**src/rtl/data_space_pkg.sv**
```systemverilog
package data_space_pkg;
  localparam int DW_DEF = 8;
  localparam int AW_DEF = 6;

  typedef enum logic [1:0] {
    OP_IDLE  = 2'b00,
    OP_WRITE = 2'b01,
    OP_BSET  = 2'b10,
    OP_BCLR  = 2'b11
  } wr_op_e;

  // fixed register locations (behavioural: the core decodes them)
  localparam int LOC_IND  = 'h00;
  localparam int LOC_PTR  = 'h01;
  localparam int LOC_ACC  = 'h05;
  localparam int LOC_PCL  = 'h06;
  localparam int LOC_TBLP = 'h07;
  localparam int LOC_TBLH = 'h08;
  localparam int LOC_STAT = 'h0A;
  localparam int LOC_PRTA = 'h12;
  localparam int LOC_PRTB = 'h14;
  localparam int LOC_PRTC = 'h16;
endpackage

```
**src/rtl/ds_addr_resolve.sv**
```systemverilog
module ds_addr_resolve #(
  parameter int AW = 6
) (
  input  logic [AW-1:0] addr,
  input  logic [AW-1:0] ptr,
  output logic [AW-1:0] eff,
  output logic          null_sel
);
  always_comb begin
    eff      = (addr == '0) ? ptr : addr;
    null_sel = (eff == '0);
  end
endmodule

```
**src/rtl/ds_gp_ram.sv**
```systemverilog
module ds_gp_ram #(
  parameter int DW    = 8,
  parameter int DEPTH = 32,
  localparam int IW   = $clog2(DEPTH)
) (
  input  logic          clk,
  input  logic          rst,
  input  logic          we,
  input  logic [IW-1:0] waddr,
  input  logic [DW-1:0] wdata,
  input  logic [IW-1:0] raddr0,
  output logic [DW-1:0] rdata0,
  input  logic [IW-1:0] raddr1,
  output logic [DW-1:0] rdata1
);
  logic [DW-1:0] mem [DEPTH];

  always_ff @(posedge clk) begin
    if (rst) begin
      for (int i = 0; i < DEPTH; i++) mem[i] <= '0;
    end else if (we) begin
      mem[waddr] <= wdata;
    end
  end

  assign rdata0 = mem[raddr0];
  assign rdata1 = mem[raddr1];
endmodule

```
**src/rtl/ds_sfr_bank.sv**
```systemverilog
module ds_sfr_bank
  import data_space_pkg::*;
#(
  parameter int DW = 8,
  parameter int AW = 6
) (
  input  logic          clk,
  input  logic          rst,
  input  logic          we,
  input  logic [AW-1:0] waddr,
  input  logic [DW-1:0] wdata,
  input  logic          tbl_ld,
  input  logic [DW-1:0] tbl_ld_data,
  input  logic [AW-1:0] raddr0,
  output logic [DW-1:0] rdata0,
  input  logic [AW-1:0] raddr1,
  output logic [DW-1:0] rdata1,
  output logic [AW-1:0] ptr,
  output logic [DW-1:0] acc_q,
  output logic [DW-1:0] pcl_q,
  output logic [DW-1:0] tblp_q,
  output logic [DW-1:0] status_q,
  output logic [DW-1:0] porta_q,
  output logic [DW-1:0] portb_q,
  output logic [DW-1:0] portc_q,
  output logic [2:0]    port_stb
);
  localparam logic [AW-1:0] A_PTR  = AW'(LOC_PTR);
  localparam logic [AW-1:0] A_ACC  = AW'(LOC_ACC);
  localparam logic [AW-1:0] A_PCL  = AW'(LOC_PCL);
  localparam logic [AW-1:0] A_TBLP = AW'(LOC_TBLP);
  localparam logic [AW-1:0] A_TBLH = AW'(LOC_TBLH);
  localparam logic [AW-1:0] A_STAT = AW'(LOC_STAT);
  localparam logic [AW-1:0] A_PRTA = AW'(LOC_PRTA);
  localparam logic [AW-1:0] A_PRTB = AW'(LOC_PRTB);
  localparam logic [AW-1:0] A_PRTC = AW'(LOC_PRTC);
  localparam int PAD = DW - AW;

  logic [AW-1:0] mp_q;
  logic [DW-1:0] tblh_q;

  always_ff @(posedge clk) begin
    if (rst) begin
      mp_q     <= '0;
      acc_q    <= '0;
      pcl_q    <= '0;
      tblp_q   <= '0;
      tblh_q   <= '0;
      status_q <= '0;
      porta_q  <= '0;
      portb_q  <= '0;
      portc_q  <= '0;
      port_stb <= '0;
    end else begin
      port_stb <= {we && (waddr == A_PRTC),
                   we && (waddr == A_PRTB),
                   we && (waddr == A_PRTA)};
      if (tbl_ld) tblh_q <= tbl_ld_data;
      if (we) begin
        unique case (waddr)
          A_PTR:   mp_q     <= wdata[AW-1:0];
          A_ACC:   acc_q    <= wdata;
          A_PCL:   pcl_q    <= wdata;
          A_TBLP:  tblp_q   <= wdata;
          A_STAT:  status_q <= wdata;
          A_PRTA:  porta_q  <= wdata;
          A_PRTB:  portb_q  <= wdata;
          A_PRTC:  portc_q  <= wdata;
          default: ;  // read-only or unassigned
        endcase
      end
    end
  end

  function automatic logic [DW-1:0] pick(input logic [AW-1:0] a);
    case (a)
      A_PTR:   pick = {{PAD{1'b1}}, mp_q};
      A_ACC:   pick = acc_q;
      A_PCL:   pick = pcl_q;
      A_TBLP:  pick = tblp_q;
      A_TBLH:  pick = tblh_q;
      A_STAT:  pick = status_q;
      A_PRTA:  pick = porta_q;
      A_PRTB:  pick = portb_q;
      A_PRTC:  pick = portc_q;
      default: pick = '0;
    endcase
  endfunction

  assign rdata0 = pick(raddr0);
  assign rdata1 = pick(raddr1);
  assign ptr    = mp_q;
endmodule

```
**src/rtl/data_space.sv**
```systemverilog
module data_space
  import data_space_pkg::*;
#(
  parameter int DATA_W = DW_DEF,
  parameter int ADDR_W = AW_DEF,
  localparam int BIT_W = $clog2(DATA_W),
  localparam int GP_DEPTH = 2 ** (ADDR_W - 1),
  localparam int GP_IW = ADDR_W - 1
) (
  input  logic              clk,
  input  logic              rst,
  input  logic [ADDR_W-1:0] rd_addr,
  output logic [DATA_W-1:0] rd_data,
  input  logic [1:0]        wr_op,
  input  logic [ADDR_W-1:0] wr_addr,
  input  logic [BIT_W-1:0]  wr_bit,
  input  logic [DATA_W-1:0] wr_data,
  input  logic              tbl_ld,
  input  logic [DATA_W-1:0] tbl_ld_data,
  output logic [DATA_W-1:0] acc_q,
  output logic [DATA_W-1:0] pcl_q,
  output logic [DATA_W-1:0] tblp_q,
  output logic [DATA_W-1:0] status_q,
  output logic [DATA_W-1:0] porta_q,
  output logic [DATA_W-1:0] portb_q,
  output logic [DATA_W-1:0] portc_q,
  output logic [2:0]        port_stb
);
  logic [ADDR_W-1:0] ptr, ea_r, ea_w;
  logic              null_r, null_w;
  logic [DATA_W-1:0] ram_r, ram_w, sfr_r, sfr_w;
  logic [DATA_W-1:0] cur_w, rd_val, new_val, mask;
  logic              do_wr, ram_we, sfr_we;
  wr_op_e            op;

  ds_addr_resolve #(.AW(ADDR_W)) u_res_rd (
    .addr(rd_addr), .ptr(ptr), .eff(ea_r), .null_sel(null_r));
  ds_addr_resolve #(.AW(ADDR_W)) u_res_wr (
    .addr(wr_addr), .ptr(ptr), .eff(ea_w), .null_sel(null_w));

  // the effective address's top bit selects the RAM half
  assign rd_val = null_r ? '0 : (ea_r[ADDR_W-1] ? ram_r : sfr_r);
  assign cur_w  = null_w ? '0 : (ea_w[ADDR_W-1] ? ram_w : sfr_w);

  assign op   = wr_op_e'(wr_op);
  assign mask = DATA_W'(1) << wr_bit;

  always_comb begin
    unique case (op)
      OP_WRITE: new_val = wr_data;
      OP_BSET:  new_val = cur_w | mask;
      OP_BCLR:  new_val = cur_w & ~mask;
      default:  new_val = cur_w;
    endcase
  end

  assign do_wr  = (op != OP_IDLE) && !null_w;
  assign ram_we = do_wr && ea_w[ADDR_W-1];
  assign sfr_we = do_wr && !ea_w[ADDR_W-1];

  ds_gp_ram #(.DW(DATA_W), .DEPTH(GP_DEPTH)) u_ram (
    .clk(clk), .rst(rst), .we(ram_we), .waddr(ea_w[GP_IW-1:0]),
    .wdata(new_val),
    .raddr0(ea_r[GP_IW-1:0]), .rdata0(ram_r),
    .raddr1(ea_w[GP_IW-1:0]), .rdata1(ram_w));

  ds_sfr_bank #(.DW(DATA_W), .AW(ADDR_W)) u_sfr (
    .clk(clk), .rst(rst), .we(sfr_we), .waddr(ea_w), .wdata(new_val),
    .tbl_ld(tbl_ld), .tbl_ld_data(tbl_ld_data),
    .raddr0(ea_r), .rdata0(sfr_r), .raddr1(ea_w), .rdata1(sfr_w),
    .ptr(ptr), .acc_q(acc_q), .pcl_q(pcl_q), .tblp_q(tblp_q),
    .status_q(status_q), .porta_q(porta_q), .portb_q(portb_q),
    .portc_q(portc_q), .port_stb(port_stb));

  always_ff @(posedge clk) begin
    if (rst) rd_data <= '0;
    else     rd_data <= rd_val;
  end
endmodule

```
**config.mk**
```make
export PLATFORM = sky130hd
export DESIGN_NAME = data_space
export DESIGN_NICKNAME = d
export VERILOG_FILES = /design/src/rtl/data_space_pkg.sv /design/src/rtl/ds_addr_resolve.sv /design/src/rtl/ds_gp_ram.sv /design/src/rtl/ds_sfr_bank.sv /design/src/rtl/data_space.sv
export SDC_FILE = /design/constraint.sdc
export NUM_CORES = 1
export LEC_CHECK = 0
export CORE_UTILIZATION = 31
export CTS_BUF_LIST = sky130_fd_sc_hd__clkbuf_16
export DETAILED_ROUTE_END_ITERATION = 6
export GPL_TIMING_DRIVEN = 0
export PLACE_DENSITY = 0.49
export SLEW_MARGIN = 10
export SYNTH_ARGS = -nofsm -noshare
export SYNTH_HDL_FRONTEND = slang
export SYNTH_SLANG_ARGS = --single-unit
```
**constraint.sdc**
```tcl
create_clock -name clk -period 4.05 [get_ports clk]
set_input_delay 1.215 -clock clk [delete_from_list [all_inputs] [get_ports clk]]
set_output_delay 1.215 -clock clk [all_outputs]
set_load 0.02 [all_outputs]
```
* Word-level counts from Yosys, hierarchy flattened
Memories as Yosys holds them, arrays and structs flattened. Index checks and enable logic that the tools add are counted.
Storage, ports and cells: register bits after elaboration 81, memories kept 1, input port bits 36, output and inout bits 67, RAM bits 256
Memory list:
- u_ram.mem | depth 32, width 8, read ports 2, clocked after memory_dff 0, wr ports 32, RTL line ds_gp_ram.sv:16 | logic [DW-1:0] mem [DEPTH];
Operators by class: reductions and logical operators 23, eq/ne operators 21, mux-type cells 16, shifts and indexed selects 1, bitwise gates (word level) 3
Operator list (count):
- $pmux W8 S9 | 2
- $eq A6 B3 Y1 const B | 6
- $eq A6 B5 Y1 const B | 6
- $mux W8 | 4
- $eq A6 B4 Y1 const B | 4
- $logic_not A6 Y1 | 4
- $pmux W8 S3 | 1
- $reduce_and A2 Y1 | 8
- $eq A6 B1 Y1 const B | 2
- $mux W6 | 2
- $and A8 B8 Y8 | 1
- $not A8 Y8 | 1
- $or A8 B8 Y8 | 1
- $reduce_or A8 Y1 | 1
- $shl A1 B3 Y8 const A | 1
- $logic_and A1 B1 Y1 | 6
- $mux W1 | 6
- $mux W5 | 1
- $eq A2 B2 Y1 const B | 2
- $eq A2 B1 Y1 const B | 1
- $logic_not A1 Y1 | 2
- $reduce_bool A2 Y1 | 1
- $reduce_or A2 Y1 | 1

* Logic depth before layout (Yosys ltp)
depth after elaboration 11, mapped depth 15, mapped depth without buffers 8

* By module
Synthesis repeated with hierarchy kept, for this count alone.
Second synthesis, totals: cell total of the unflattened synthesis 1366, area, all modules 18675.4 um2
By module, submodules not included:
- ds_gp_ram | area each 13812.0 um2, seq. area each 7687.4 um2, cells each 832, instances 1
- ds_sfr_bank | area each 3906.2 um2, seq. area each 1461.4 um2, cells each 410, instances 1
- data_space | area each 716.9 um2, seq. area each 160.2 um2, cells each 88, instances 1
- ds_addr_resolve | area each 120.1 um2, seq. area each 0.0 um2, cells each 18, instances 2

* Least setup slack after synthesis
OpenSTA, ideal clock, no wires.
path kind input -> register, start in wr_addr[5], end mem u_ram.mem[0][0], data pin, setup time 262 ps, cell stages on the path 11, arrival 3507 ps, buffers on the path 4, setup slack 281 ps, required time 3788 ps, cell sequence buf_2 > or4_4 > o32a_1 > buf_2 > buf_2 > o221ai_1 > a31oi_1 > or3_1 > a31oi_4 > buf_6 > nor2_1
RTL lines:
- from (decl) | RTL line data_space.sv:15 | input logic [ADDR_W-1:0] wr_addr,
- to (decl) | RTL line ds_gp_ram.sv:16

==> flow_summary.yaml <==
worst_setup_path:
  crit_arrival_ps: 4500
  cpPeakStageDelay_ps: 620
  crit_family: "compound AO/OA/AOI/OAI gates"
  crit_top_cell: "buf_6"
  end_kind: "flop"
  cp_cell_sequence: "clkdlybuf4s15_2 -> or4_4 -> o21ai_4 -> buf_6 -> o22ai_1 -> o31a_1 -> a211oi_2 -> o21ai_1 -> a41o_2 -> buf_6 -> nor2_1"
  r2r_end: "u_ram.mem[0][1]"
  reg2reg_from: "u_sfr.ptr[0]"
  path_buf_inv: 3
  critPathKind: "in -> reg"
  rrSetupSlack_ps: 140
  worstPathRequired_ps: 4460
  start_kind: "input pin"
  reg2reg_depth: 10
  crit_fanout: 10
  slowest_stage: "or4_4"
layout:
  nets: 2015
  final-seq-area_um2: 9310
  synthToLayoutAreaGrowth_pct: 24.5
  drive_above_1_share: 0.192
  fillers: 5767
  fin_area_um2: 22900
  multi_input_area_um2: 9090
clocking:
  cts_tree: "done"
  cts_buffers: 41
  h-tree-depth: 2
  cts_root_buf: "clkbuf_16"
  clkLatencyLatePin_ps: 600
  cts_sinks: 337
  clk_pin_slew_ps: 60
  cts_buffer_depth: 3
hold_path:
  holdPathEnd: "u_sfr.tblp_q[0]"
  whs_path_depth: 2
  min-delay-start: "u_sfr.tblp_q[0]"
  hold_path.class: "reg -> reg"
placed_design:
  post_dp_cell_area_um2: 20400
  dpl.hpwl_um: 71200
  port_buffers: 97
  gp_congestion: 1.04
detailed_routing:
  wl_per_cell_um: 34.8
  drcViolationCount: 0
  viasPerCell: 6.22
  wl_met2_um: 43500
  highest_layer: "met4"
  routed_wl_um: 96600
  vias: 17300
  first_pass_iters: 6
  antenna_left: 0
  wl_met3_um: 8760
  drt-initial-drc-count: 2610
  wl_met1_um: 37200
synthesis:
  yosysWarnings: 0
  synth.area.top_cells: "edfxtp_1 42%, dfxtp_1 8.8%, mux4_2 7.0%"
  synthTopCellsByCount: "311 x nor2_1, 266 x nand2_1, 256 x edfxtp_1"
  async_reset_ff_frac: 0
  yosys.cell_count.top_type: "nor2_1"
  synth_seq_cells: 337
  syn_inst: 1807
  netlist_area_um2: 18400
  yosysTopAreaCell: "edfxtp_1"
  synth_edf_count: 256
  yosys.cell_types.count: 78
  synthFlopType: "edfxtp_1"
  synth_top_area_frac: 0.418
  avgSynthCellArea_um2: 10.2
  synthesis.nets: 1843
  ys_seq_area_frac: 0.506
global_route:
  grt_max_degree: 13
  grt_pass1_wl_um: 132000
  grt_overflow: 0
  grt_pass1_vias: 16300
  antenna_found_initial: 2
  grt_use_total: 0.317
outcome:
  status: "complete, but fails checks"
  violations: "setup timing"
die:
  die_w_um: 246
  num_rows: 88
  core_um2: 58100
  num_io_pins: 103
  fp.dieH_um: 246
  dieArea_um2: 60300
  initial_utilization: 0.316
power_and_ir_drop:
  power.total_uw: 8820
  netSwitchingPower_uw: 2620
  power.share.combinational: 0.160
  pwr_density_cell_nw_per_um2: 385
  leakage_uw: 0.00779
  p_int_uw: 6200
  p_sw_frac: 0.297
  ir_drop_mv: 0.307
  sequentialPowerShare: 0.442
  clkPwrFrac: 0.398
timing:
  period_share: 1.01
  clock_skew_ps: 22.2
  hold_viol_final: 0
  fmax_ghz: 0.244
  drv_slew: 0
  setup_violations: 13
  final.min_clock_period_ps: 4100
  slew_headroom: 0.272
  worst_pin_slew_ps: 1090
  layout_setup_ws_ps: -47.7
job:
  maxCapViolations: 0
==> power by group through the flow <==
stage	Clock [uW]	Combinational, uW	Sequential [uW]
after floorplan	0	630	3930
after global placement	0	1210	3960
after detailed placement	0	1210	3970
after CTS	3530	1330	3900
after global routing	3650	1420	3910
final	3510	1410	3900
==> kinds of logic after synthesis <==
kind of cell | count (synthesis) | synth area share
multiplexers | 118 | 0.103
flip-flops | 337 | 0.506
AO/OA/AOI/OAI | 375 | 0.150
buffers and inverters | 148 | 0.0391
AND/OR/NAND/NOR | 829 | 0.201
==> per-layer routing <==
layer | GRT usage | up-vias
met1 | 0.394 | 8597
met4 | 0.197 | 0
met2 | 0.505 | 1205
li1 | - | 7161
met5 | 0 | -
met3 | 0.0606 | 312
==> state kept, by name, indices dropped and copies added (netlist names) <==
name / cells
u_sfr.porta_q: 8
u_sfr.port_stb: 3
rd_data: 8
u_sfr.portb_q: 8
u_sfr.acc_q: 8
u_sfr.status_q: 8
u_sfr.tblp_q: 8
u_sfr.pcl_q: 8
u_sfr.portc_q: 8
u_sfr.ptr: 6
u_ram.mem: 256
u_sfr.tblh_q: 8
==> cell type report <==
class / count / area share
flip-flops and latches: 337 / 0.407
multi-input cells: 1322 / 0.397
repair buffers: 134 / 0.0586
clock buffers: 42 / 0.0459
well taps: 765 / 0.0418
plain buffers: 133 / 0.0397
clock inverters: 31 / 0.00831
inverters: 10 / 0.00164
diodes: 2 / 0.000219
==> through the flow <==
step | setup slack [ps] | TNS [ps] | hold slack, ps | std cells | utilization
2_1_floorplan | 281 | 0 | 484 | 1807 | -
3_3_place_gp | -2600 | -1074370 | 505 | 2669 | 0.349
6_report | -47.7 | -298 | 521 | 2776 | 0.394
5_1_grt | -24.9 | -34.1 | 543 | 2774 | 0.394
4_1_cts | 1.50 | 0 | 521 | 2770 | 0.389
3_5_place_dp | -2370 | -897380 | 509 | 2671 | 0.351
==> worst max path at each step <==
stage,cells past startpoint,startpoint,endpoint
final,11,wr_addr[3],u_ram.mem[0][2]
after global routing,12,rd_addr[3],rd_data[1]
after CTS,13,wr_addr[4],u_ram.mem[0][2]
after detailed placement,11,wr_addr[3],u_ram.mem[5][3]
after floorplan,11,wr_addr[5],u_ram.mem[0][0]
after global placement,8,wr_addr[3],u_ram.mem[22][5]
==> repair_timing <==
action                                  4_1_cts  5_1_grt
hold buffers                                  0        0
buffers inserted                             28        7
endpoints found under the setup margin      582      497
pin swaps                                    17       10
resized for setup                           200       68
cloned                                        0        0
==> placed cells by master (no fill, tap or decap), types with 42 or more instances in the layout <==
cell type / count
clkdlybuf4s50_1: 94
mux4_2: 57
nor3_1: 51
buf_4: 53
nor2_1: 302
a21oi_1: 79
clkbuf_16: 42
mux2i_1: 60
dfxtp_1: 81
edfxtp_1: 256
nand2_1: 260
nand3_1: 53
==> worst min-delay path, stage by stage, from the launching register on <==
cell	delay, ps
dfxtp_1	350
nand2_1	70
a21oi_1	50
(Power assumes the default switching activity.)
